`src/rtl/seqmul_pkg.sv`:
```
package seqmul_pkg;
  typedef enum logic [1:0] {
    ST_IDLE = 2'd0,
    ST_RUN  = 2'd1,
    ST_DONE = 2'd2
  } mul_state_e;
endpackage

```
`src/rtl/seqmul_ctrl.sv`:
```
module seqmul_ctrl
  import seqmul_pkg::*;
#(
  parameter int DATA_W = 32,
  parameter int IDX_W  = 4
) (
  input  logic             clk,
  input  logic             rst_n,
  input  logic             start_i,
  input  logic             abort_i,
  input  logic [IDX_W-1:0] dst_idx_i,
  output logic             load_o,
  output logic             step_o,
  output logic             last_o,
  output logic             done_o,
  output logic [IDX_W-1:0] idx_o
);
  localparam int CNT_W = $clog2(DATA_W + 1);
  localparam logic [CNT_W-1:0] CNT_MAX = CNT_W'(DATA_W);
  localparam logic [CNT_W-1:0] CNT_ONE = CNT_W'(1);

  mul_state_e       state_q, state_d;
  logic [CNT_W-1:0] cnt_q, cnt_d;
  logic [IDX_W-1:0] idx_q;

  // next-state
  always_comb begin
    state_d = state_q;
    cnt_d   = cnt_q;
    load_o  = 1'b0;
    step_o  = 1'b0;
    last_o  = 1'b0;
    unique case (state_q)
      ST_IDLE: begin
        if (start_i) begin
          load_o  = 1'b1;
          cnt_d   = CNT_MAX;
          state_d = ST_RUN;
        end
      end
      ST_RUN: begin
        if (abort_i) begin
          state_d = ST_IDLE;
        end else begin
          step_o = 1'b1;
          cnt_d  = cnt_q - CNT_ONE;
          if (cnt_q == CNT_ONE) begin
            last_o  = 1'b1;
            state_d = ST_DONE;
          end
        end
      end
      ST_DONE: state_d = ST_IDLE;
      default: state_d = ST_IDLE;
    endcase
  end

  // registers
  always_ff @(posedge clk or negedge rst_n) begin
    if (!rst_n) begin
      state_q <= ST_IDLE;
      cnt_q   <= '0;
    end else begin
      state_q <= state_d;
      cnt_q   <= cnt_d;
    end
  end

  always_ff @(posedge clk or negedge rst_n) begin
    if (!rst_n) begin
      idx_q <= '0;
    end else if (load_o) begin
      idx_q <= dst_idx_i;
    end
  end

  assign done_o = (state_q == ST_DONE);
  assign idx_o  = idx_q;

  p_abort_drops_r5: assert property (@(posedge clk) disable iff (!rst_n)
    (state_q == ST_RUN && abort_i) |=> (state_q == ST_IDLE));
  p_last_to_done_r1: assert property (@(posedge clk) disable iff (!rst_n)
    (state_q == ST_RUN && !abort_i && cnt_q == CNT_ONE) |=> (state_q == ST_DONE));
  p_done_one_cycle_r1: assert property (@(posedge clk) disable iff (!rst_n)
    (state_q == ST_DONE) |=> (state_q == ST_IDLE));
  p_busy_start_ignored_r6: assert property (@(posedge clk) disable iff (!rst_n)
    (state_q != ST_IDLE && start_i) |=> $stable(idx_q));
  p_cnt_bound_r1: assert property (@(posedge clk) disable iff (!rst_n)
    cnt_q <= CNT_MAX);
endmodule

```
`src/rtl/seqmul_datapath.sv`:
```
module seqmul_datapath #(
  parameter int DATA_W = 32
) (
  input  logic              clk,
  input  logic              rst_n,
  input  logic              load_i,
  input  logic              step_i,
  input  logic [DATA_W-1:0] op_a_i,
  input  logic [DATA_W-1:0] op_b_i,
  output logic [DATA_W-1:0] prod_o
);
  logic [DATA_W-1:0] mcand_q, mcand_d;
  logic [DATA_W-1:0] mplier_q, mplier_d;
  logic [DATA_W-1:0] acc_q, acc_d;
  logic [DATA_W-1:0] addend;
  logic [DATA_W-1:0] acc_sum;
  logic              work_en;

  assign addend  = mplier_q[0] ? mcand_q : '0;
  assign acc_sum = acc_q + addend;
  assign work_en = load_i | step_i;

  // next-state
  always_comb begin
    mcand_d  = mcand_q;
    mplier_d = mplier_q;
    acc_d    = acc_q;
    if (load_i) begin
      mcand_d  = op_a_i;
      mplier_d = op_b_i;
      acc_d    = '0;
    end else if (step_i) begin
      mcand_d  = {mcand_q[DATA_W-2:0], 1'b0};
      mplier_d = {1'b0, mplier_q[DATA_W-1:1]};
      acc_d    = acc_sum;
    end
  end

  // registers
  always_ff @(posedge clk or negedge rst_n) begin
    if (!rst_n) begin
      mcand_q  <= '0;
      mplier_q <= '0;
      acc_q    <= '0;
    end else if (work_en) begin
      mcand_q  <= mcand_d;
      mplier_q <= mplier_d;
      acc_q    <= acc_d;
    end
  end

  assign prod_o = acc_sum;

  p_load_clears_acc_r7: assert property (@(posedge clk) disable iff (!rst_n)
    load_i |=> (acc_q == '0));
  p_load_takes_ops_r2: assert property (@(posedge clk) disable iff (!rst_n)
    load_i |=> (mcand_q == $past(op_a_i) && mplier_q == $past(op_b_i)));
endmodule

```
`src/rtl/seqmul_commit.sv`:
```
module seqmul_commit #(
  parameter int DATA_W = 32,
  parameter int IDX_W  = 4
) (
  input  logic              clk,
  input  logic              rst_n,
  input  logic              commit_i,
  input  logic              done_i,
  input  logic [DATA_W-1:0] prod_i,
  input  logic [IDX_W-1:0]  idx_i,
  output logic              wr_en_o,
  output logic [IDX_W-1:0]  wr_idx_o,
  output logic [DATA_W-1:0] result_o,
  output logic              flag_n_o,
  output logic              flag_z_o
);
  logic [DATA_W-1:0] res_q, res_d;
  logic              n_q, n_d;
  logic              z_q, z_d;

  // next-state
  always_comb begin
    res_d = prod_i;
    n_d   = prod_i[DATA_W-1];
    z_d   = (prod_i == '0);
  end

  // registers
  always_ff @(posedge clk or negedge rst_n) begin
    if (!rst_n) begin
      res_q <= '0;
      n_q   <= 1'b0;
      z_q   <= 1'b0;
    end else if (commit_i) begin
      res_q <= res_d;
      n_q   <= n_d;
      z_q   <= z_d;
    end
  end

  assign wr_en_o  = done_i;
  assign wr_idx_o = idx_i;
  assign result_o = res_q;
  assign flag_n_o = n_q;
  assign flag_z_o = z_q;

  p_commit_then_write_r1: assert property (@(posedge clk) disable iff (!rst_n)
    commit_i |=> done_i);
  p_flags_match_r4: assert property (@(posedge clk) disable iff (!rst_n)
    done_i |-> (flag_n_o == result_o[DATA_W-1]) && (flag_z_o == (result_o == '0)));
  p_write_single_r1: assert property (@(posedge clk) disable iff (!rst_n)
    wr_en_o |=> !wr_en_o);
endmodule

```
`src/rtl/seqmul_abortable.sv`:
```
module seqmul_abortable #(
  parameter int DATA_W = 32,
  parameter int IDX_W  = 4
) (
  input  logic              clk,
  input  logic              rst_n,
  input  logic              start_i,
  input  logic [DATA_W-1:0] op_a_i,
  input  logic [DATA_W-1:0] op_b_i,
  input  logic [IDX_W-1:0]  dst_idx_i,
  input  logic              abort_i,
  output logic              wr_en_o,
  output logic [IDX_W-1:0]  wr_idx_o,
  output logic [DATA_W-1:0] result_o,
  output logic              flag_n_o,
  output logic              flag_z_o
);
  logic              load;
  logic              step;
  logic              last;
  logic              done;
  logic [IDX_W-1:0]  idx;
  logic [DATA_W-1:0] prod;

  seqmul_ctrl #(.DATA_W(DATA_W), .IDX_W(IDX_W)) u_ctrl (
    .clk       (clk),
    .rst_n     (rst_n),
    .start_i   (start_i),
    .abort_i   (abort_i),
    .dst_idx_i (dst_idx_i),
    .load_o    (load),
    .step_o    (step),
    .last_o    (last),
    .done_o    (done),
    .idx_o     (idx)
  );

  seqmul_datapath #(.DATA_W(DATA_W)) u_dp (
    .clk    (clk),
    .rst_n  (rst_n),
    .load_i (load),
    .step_i (step),
    .op_a_i (op_a_i),
    .op_b_i (op_b_i),
    .prod_o (prod)
  );

  seqmul_commit #(.DATA_W(DATA_W), .IDX_W(IDX_W)) u_commit (
    .clk      (clk),
    .rst_n    (rst_n),
    .commit_i (last),
    .done_i   (done),
    .prod_i   (prod),
    .idx_i    (idx),
    .wr_en_o  (wr_en_o),
    .wr_idx_o (wr_idx_o),
    .result_o (result_o),
    .flag_n_o (flag_n_o),
    .flag_z_o (flag_z_o)
  );

  p_abort_no_write_r5: assert property (@(posedge clk) disable iff (!rst_n)
    (abort_i && !wr_en_o && !load && step == 1'b0 && !done) |=> !wr_en_o);
  p_no_commit_on_abort_r5: assert property (@(posedge clk) disable iff (!rst_n)
    abort_i |=> $stable(result_o) && $stable(flag_n_o) && $stable(flag_z_o));
endmodule

```
`config.mk`:
```
export PLATFORM = sky130hd
export DESIGN_NAME = seqmul_abortable
export DESIGN_NICKNAME = d
export VERILOG_FILES = /design/src/rtl/seqmul_pkg.sv /design/src/rtl/seqmul_ctrl.sv /design/src/rtl/seqmul_datapath.sv /design/src/rtl/seqmul_commit.sv /design/src/rtl/seqmul_abortable.sv
export SDC_FILE = /design/constraint.sdc
export NUM_CORES = 1
export LEC_CHECK = 0
export BUFFER_PORTS_ARGS = -buffer_cell sky130_fd_sc_hd__buf_2
export CELL_PAD_IN_SITES_DETAIL_PLACEMENT = 1
export CELL_PAD_IN_SITES_GLOBAL_PLACEMENT = 1
export CORE_MARGIN = 4
export CORE_UTILIZATION = 40
export DETAILED_ROUTE_END_ITERATION = 10
export GPL_TIMING_DRIVEN = 0
export PLACE_DENSITY = 0.78
export SYNTH_ARGS = -nofsm -noshare
export SYNTH_HDL_FRONTEND = slang
export SYNTH_HIERARCHICAL = 1
export SYNTH_SLANG_ARGS = --single-unit
```
`constraint.sdc`:
```
create_clock -name clk -period 3.4 [get_ports clk]
set_input_delay 0.34 -clock clk [delete_from_list [all_inputs] [get_ports clk]]
set_output_delay 0.34 -clock clk [all_outputs]
set_load 0.01 [all_outputs]
```
# == After elaboration in Yosys (flattened, before gate mapping) ==
# Index checks and enable logic that the tools add are counted.
# classes
add_sub_neg,2
n_eq_ne,6
muxes,21
bitwise,1
n_reduce_logical,7
# ops
operator,count
$mux W32,7
$add A32 B32 Y32,1
$logic_not A32 Y1,1
$mux W6,2
$pmux W6 S2,1
$mux W1,7
$eq A6 B1 Y1 const B,1
$mux W2,3
$sub A6 B1 Y6 const B,1
$ne A2 B2 Y1 const B,2
$pmux W2 S2,1
$reduce_and A2 Y1,2
$reduce_bool A2 Y1,2
$ne A3 B2 Y1 const B,1
$reduce_and A3 Y1,1
$eq A2 B1 Y1 const B,1
$eq A2 B2 Y1 const B,1
$logic_not A2 Y1,1
$or A1 B1 Y1,1
# word_totals
reg_bits,142
inputBits,72
output_inout_bits,39
wordCells,46

# == Longest topological paths before layout ==
# logic_depth
ltp_word,4
depth_mapped,14
depth_no_buf,13

# == Cells and area by module ==
# Netlist, hierarchy kept.
# by_module_without_submodules
module,n_inst,cells_per_inst,area_per_inst_um2,seq_area_each_um2
seqmul_datapath,1,716,6475.0,2402.3
seqmul_commit,1,88,1347.5,825.8
seqmul_ctrl,1,61,604.3,300.3

# == Worst setup path after synthesis ==
# No wires, ideal clock.
# synth_timing
path_type,flip-flop to flip-flop
startpoint,register u_dp.mplier_q[0]
endpoint,register u_commit.z_q (netlist: u_commit/flag_z_o)
setup_ns,0.092
t_arrival_ns,2.928
required_time_ns,3.308
setup_slack_ns,0.380
stages_incl_launch_ff,13
path_buffers,1
period_less_slack_ns,3.020
cell_sequence,dfrtp_1 > clkbuf_1 > and2_1 > fa_1 > a21o_1 > a21oi_1 > o31ai_4 > a31o_2 > a31oi_1 > xnor2_1 > nor4_1 > nand4_1 > o31ai_2
# synth_between
elab_chain_cells,3
# synth_lines
element,line_no,text
start: declaration,seqmul_datapath.sv:13,"logic [DATA_W-1:0] mplier_q, mplier_d;"
start signal: assignment,seqmul_datapath.sv:47,mplier_q <= mplier_d;
$mux W32,seqmul_datapath.sv:19,assign addend = mplier_q[0] ? mcand_q : '0;
$add A32 B32 Y32,seqmul_datapath.sv:20,assign acc_sum = acc_q + addend;
via prod[26],seqmul_abortable.sv:23,logic [DATA_W-1:0] prod;
$logic_not A32 Y1,seqmul_commit.sv:25,z_d = (prod_i == '0);
end signal: assignment,seqmul_commit.sv:37,z_q <= z_d;
end: declaration,seqmul_commit.sv:19,"logic z_q, z_d;"
# The timed path passes the listed nets, and every way through them passes these cells.
# A chain may end at the register's enable or synchronous reset.

# == Worst setup path in the final report ==
# Ends and elaborated chain as after synthesis.

==> flow_summary.ini <==
[status]
outcome = finished, violations left
violations = negative setup slack

[die]
die_area_um2 = 23500
floorplan.initialDensity = 0.411
ios = 111
core_region_area_um2 = 20500
die-width_um = 153
die_h_um = 153
num_rows = 52

[timing]
layout_worst_path_cycle_share = 1.04
final_critical_path_setup_slack_ps = -143
max_clock_freq_mhz = 282
period_minus_slack_ps = 3540
report.final.slew_viol_count = 0
hold_viol_final = 0
worst_slew_margin_rel = 0.339
worst_slew_pin_slew_ps = 991
clock-skew-final_ps = 9.47
setup_viol_count_final = 1
grt_setup_unrepaired = yes

[cells_and_area]
final_cell_count_no_fill = 1299
antenna_cells_inserted = 0
finished_layout_cell_area_um2 = 10500
area_delta_synth_final_pct = 24.6
drive_gt1_frac = 0.288
final_net_count = 1122

[global_route]
grt_antenna_before_repair = 3
grtUsageTotal = 0.224
met1_usage = 0.294
grt_pass1_wl_um = 42300
grt.met3_usage = 0.0517
overflow_left_after_global_routing = 0
grt_most_used_layer = met2
grt.met2_usage = 0.380
pin_count_of_the_biggest_net_entering_global_routing = 88
grt_pass1_vias = 7713

[detailed_routing]
drt_pass1_iterations = 5
dr_total_vias = 7407
postRouteAntennaNets = 0
detailedRoute.firstIterationViolations = 450
drcViolationCount = 0
wire_per_inst_um = 20.1
drt-vias-per-instance = 5.70
route.final.wire_length_um = 26100

[logic_synthesis]
ys.warnings.count = 6
mappedNetlistNets = 971
avgSynthCellArea_um2 = 9.74
synth-seq-area-share = 0.419
yosys_register_bits = 141
asyncSetResetFlopFracSynth = 1.00
postSynth.topFlopCell = sky130_fd_sc_hd__dfrtp_1
synthesis.area_um2 = 8430
synth_cell_type_count = 74
synth_edf_count = 0
netlist_instances = 865

[pwr]
power_density_nw_per_um2 = 770
p_total_mw = 8.08
power_leakage_nw = 4.89
vdd.ir_drop.worst_uv = 388

[critical_path]
r2r_setup_slack_ps = -140
critical_path_required_ps = 3730
worstPathArrival_ps = 3880
critical_path.endpoint_type = flop
critical_path.max_fanout = 7
start_kind = flop
crit_type = reg2reg

[clocking]
tritoncts = done
cts.sink_count = 141
numCtsBuffers = 17
htree_levels = 4
clock_transition_at_the_registers_of_the_reported_paths_ps = 70
clock_tree.buffer_depth = 2
cts_root_buffer = sky130_fd_sc_hd__clkbuf_16
worst_skew_pair.late_latency_ps = 430

[placement]
detailed_place.area_um2 = 9350
io_buffer_count = 110
detailed_place_hpwl_um = 18500
place_inst = 1246
routabilityCongestion = 0.875
pre_cts_slack_ps = -580

[hold_path]
hold_path.class = in2reg

[job]
cap_violations = 0
[final timing paths]
path | endpoint | from | cells past startpoint
max | u_commit/flag_z_o | u_dp/mplier_q[0] | 13
min | u_ctrl/idx_o[0] | dst_idx_i[0] | 3
max reg2reg | u_commit/flag_z_o | u_dp/mplier_q[0] | 13
min reg2reg | u_ctrl/cnt_q[4] | u_ctrl/cnt_q[4] | 1
max in group asynchronous | u_dp/mplier_q[25] | rst_n | 3
min in group asynchronous | u_commit/result_o[16] | rst_n | 2
[layout make-up]
class                   count  area [um^2]
inverters                  11         47.5
fillers                  2290        10000
clock buffers              18          429
repair buffers            133          752
multi-input cells         655         4900
clock inverters            14          151
plain buffers              57          355
well taps                 270          338
flip-flops and latches    141         3530
[logic make-up after synthesis]
logic type | after synthesis | synth area share
flops | 141 | 0.419
buf+inv | 69 | 0.0395
xor+xnor | 31 | 0.0322
fa+ha+maj | 34 | 0.0514
compound gates | 191 | 0.147
mux | 110 | 0.135
simple gates | 289 | 0.176
[routing by layer]
layer | vias to the layer above | wire length [um]
met5 | - | 28
met4 | 6 | 457
met3 | 45 | 1590
met2 | 202 | 13000
met1 | 3769 | 11100
li1 | 3385 | -
[worst max-delay path, cell delays in order (launching register included)]
cell	delay (ps)
sky130_fd_sc_hd__dfrtp_2	490
sky130_fd_sc_hd__buf_4	180
sky130_fd_sc_hd__and2_1	160
sky130_fd_sc_hd__ha_1	280
sky130_fd_sc_hd__buf_4	160
sky130_fd_sc_hd__nand4_1	130
sky130_fd_sc_hd__nor2_1	100
sky130_fd_sc_hd__a221o_1	390
sky130_fd_sc_hd__a221o_1	380
sky130_fd_sc_hd__a21oi_4	190
sky130_fd_sc_hd__xnor2_2	130
sky130_fd_sc_hd__nor4b_4	340
sky130_fd_sc_hd__nand4_1	270
sky130_fd_sc_hd__o31ai_2	240
[cell usage after synthesis, types with 6 or more instances]
master | number | area share
sky130_fd_sc_hd__a211o_1 | 6 | 0.0062
sky130_fd_sc_hd__a21o_1 | 11 | 0.0098
sky130_fd_sc_hd__a21oi_1 | 26 | 0.015
sky130_fd_sc_hd__a22o_1 | 6 | 0.0062
sky130_fd_sc_hd__and2_1 | 35 | 0.026
sky130_fd_sc_hd__buf_1 | 6 | 0.0027
sky130_fd_sc_hd__buf_2 | 13 | 0.0077
sky130_fd_sc_hd__buf_4 | 9 | 0.0080
sky130_fd_sc_hd__clkbuf_1 | 26 | 0.012
sky130_fd_sc_hd__dfrtp_1 | 141 | 0.42
sky130_fd_sc_hd__ha_1 | 33 | 0.049
sky130_fd_sc_hd__inv_1 | 9 | 0.0040
sky130_fd_sc_hd__mux2_2 | 32 | 0.043
sky130_fd_sc_hd__mux2i_1 | 78 | 0.093
sky130_fd_sc_hd__nand2_1 | 112 | 0.050
sky130_fd_sc_hd__nand2b_1 | 7 | 0.0052
sky130_fd_sc_hd__nand3_1 | 10 | 0.0059
sky130_fd_sc_hd__nand4_1 | 11 | 0.0082
sky130_fd_sc_hd__nor2_1 | 54 | 0.024
sky130_fd_sc_hd__nor3_1 | 10 | 0.0059
sky130_fd_sc_hd__nor4_1 | 6 | 0.0045
sky130_fd_sc_hd__o211ai_1 | 7 | 0.0062
sky130_fd_sc_hd__o21ai_0 | 79 | 0.047
sky130_fd_sc_hd__o21ai_1 | 8 | 0.0048
sky130_fd_sc_hd__o21bai_1 | 6 | 0.0053
sky130_fd_sc_hd__xnor2_1 | 22 | 0.023
sky130_fd_sc_hd__xor2_1 | 9 | 0.0094
[sequential cells by signal, indices dropped and copies added (netlist names)]
signal / flops
u_commit/result_o: 32
u_ctrl/cnt_q: 6
u_commit/flag_z_o: 1
u_dp/acc_q: 32
u_ctrl/idx_o: 4
u_dp/mcand_q: 32
u_dp/mplier_q: 32
u_ctrl/state_q: 2
[per-stage QoR]
step	util	hold slack (ps)	setup TNS [ps]
final	0.512	102	-143
after global routing	0.512	104	-215
after CTS	0.509	96.6	-30.6
after detailed placement	0.456	347	-745
after global placement	0.455	461	-22480
after floorplan	-	44.4	0
[layout by cell type (no fill, tap or decap), types with 21 or more instances in the layout]
master	n
sky130_fd_sc_hd__dfrtp_1	140
sky130_fd_sc_hd__buf_2	115
sky130_fd_sc_hd__nand2_1	110
sky130_fd_sc_hd__mux2i_1	78
sky130_fd_sc_hd__o21ai_0	76
sky130_fd_sc_hd__nor2_1	53
sky130_fd_sc_hd__and2_1	33
sky130_fd_sc_hd__buf_4	32
sky130_fd_sc_hd__mux2_2	32
sky130_fd_sc_hd__clkbuf_1	24
sky130_fd_sc_hd__xnor2_1	21
sky130_fd_sc_hd__ha_1	21
[where the power goes]
part	total [mW]	switching, mW	internal, mW
Combinational	3.53	2.02	1.50
Sequential	2.69	0.443	2.25
Clock	1.86	0.825	1.04
Total	8.08	3.29	4.79
[timing repair]
action,4_1_cts,5_1_grt
gates resized for setup,68,16
setup endpoints to repair,5,1
gates cloned,1,0
endpoints found under the hold margin,54,0
pin swaps,26,7
hold buffers,1,0
setup buffers,19,1
(Power assumes the default switching activity.)
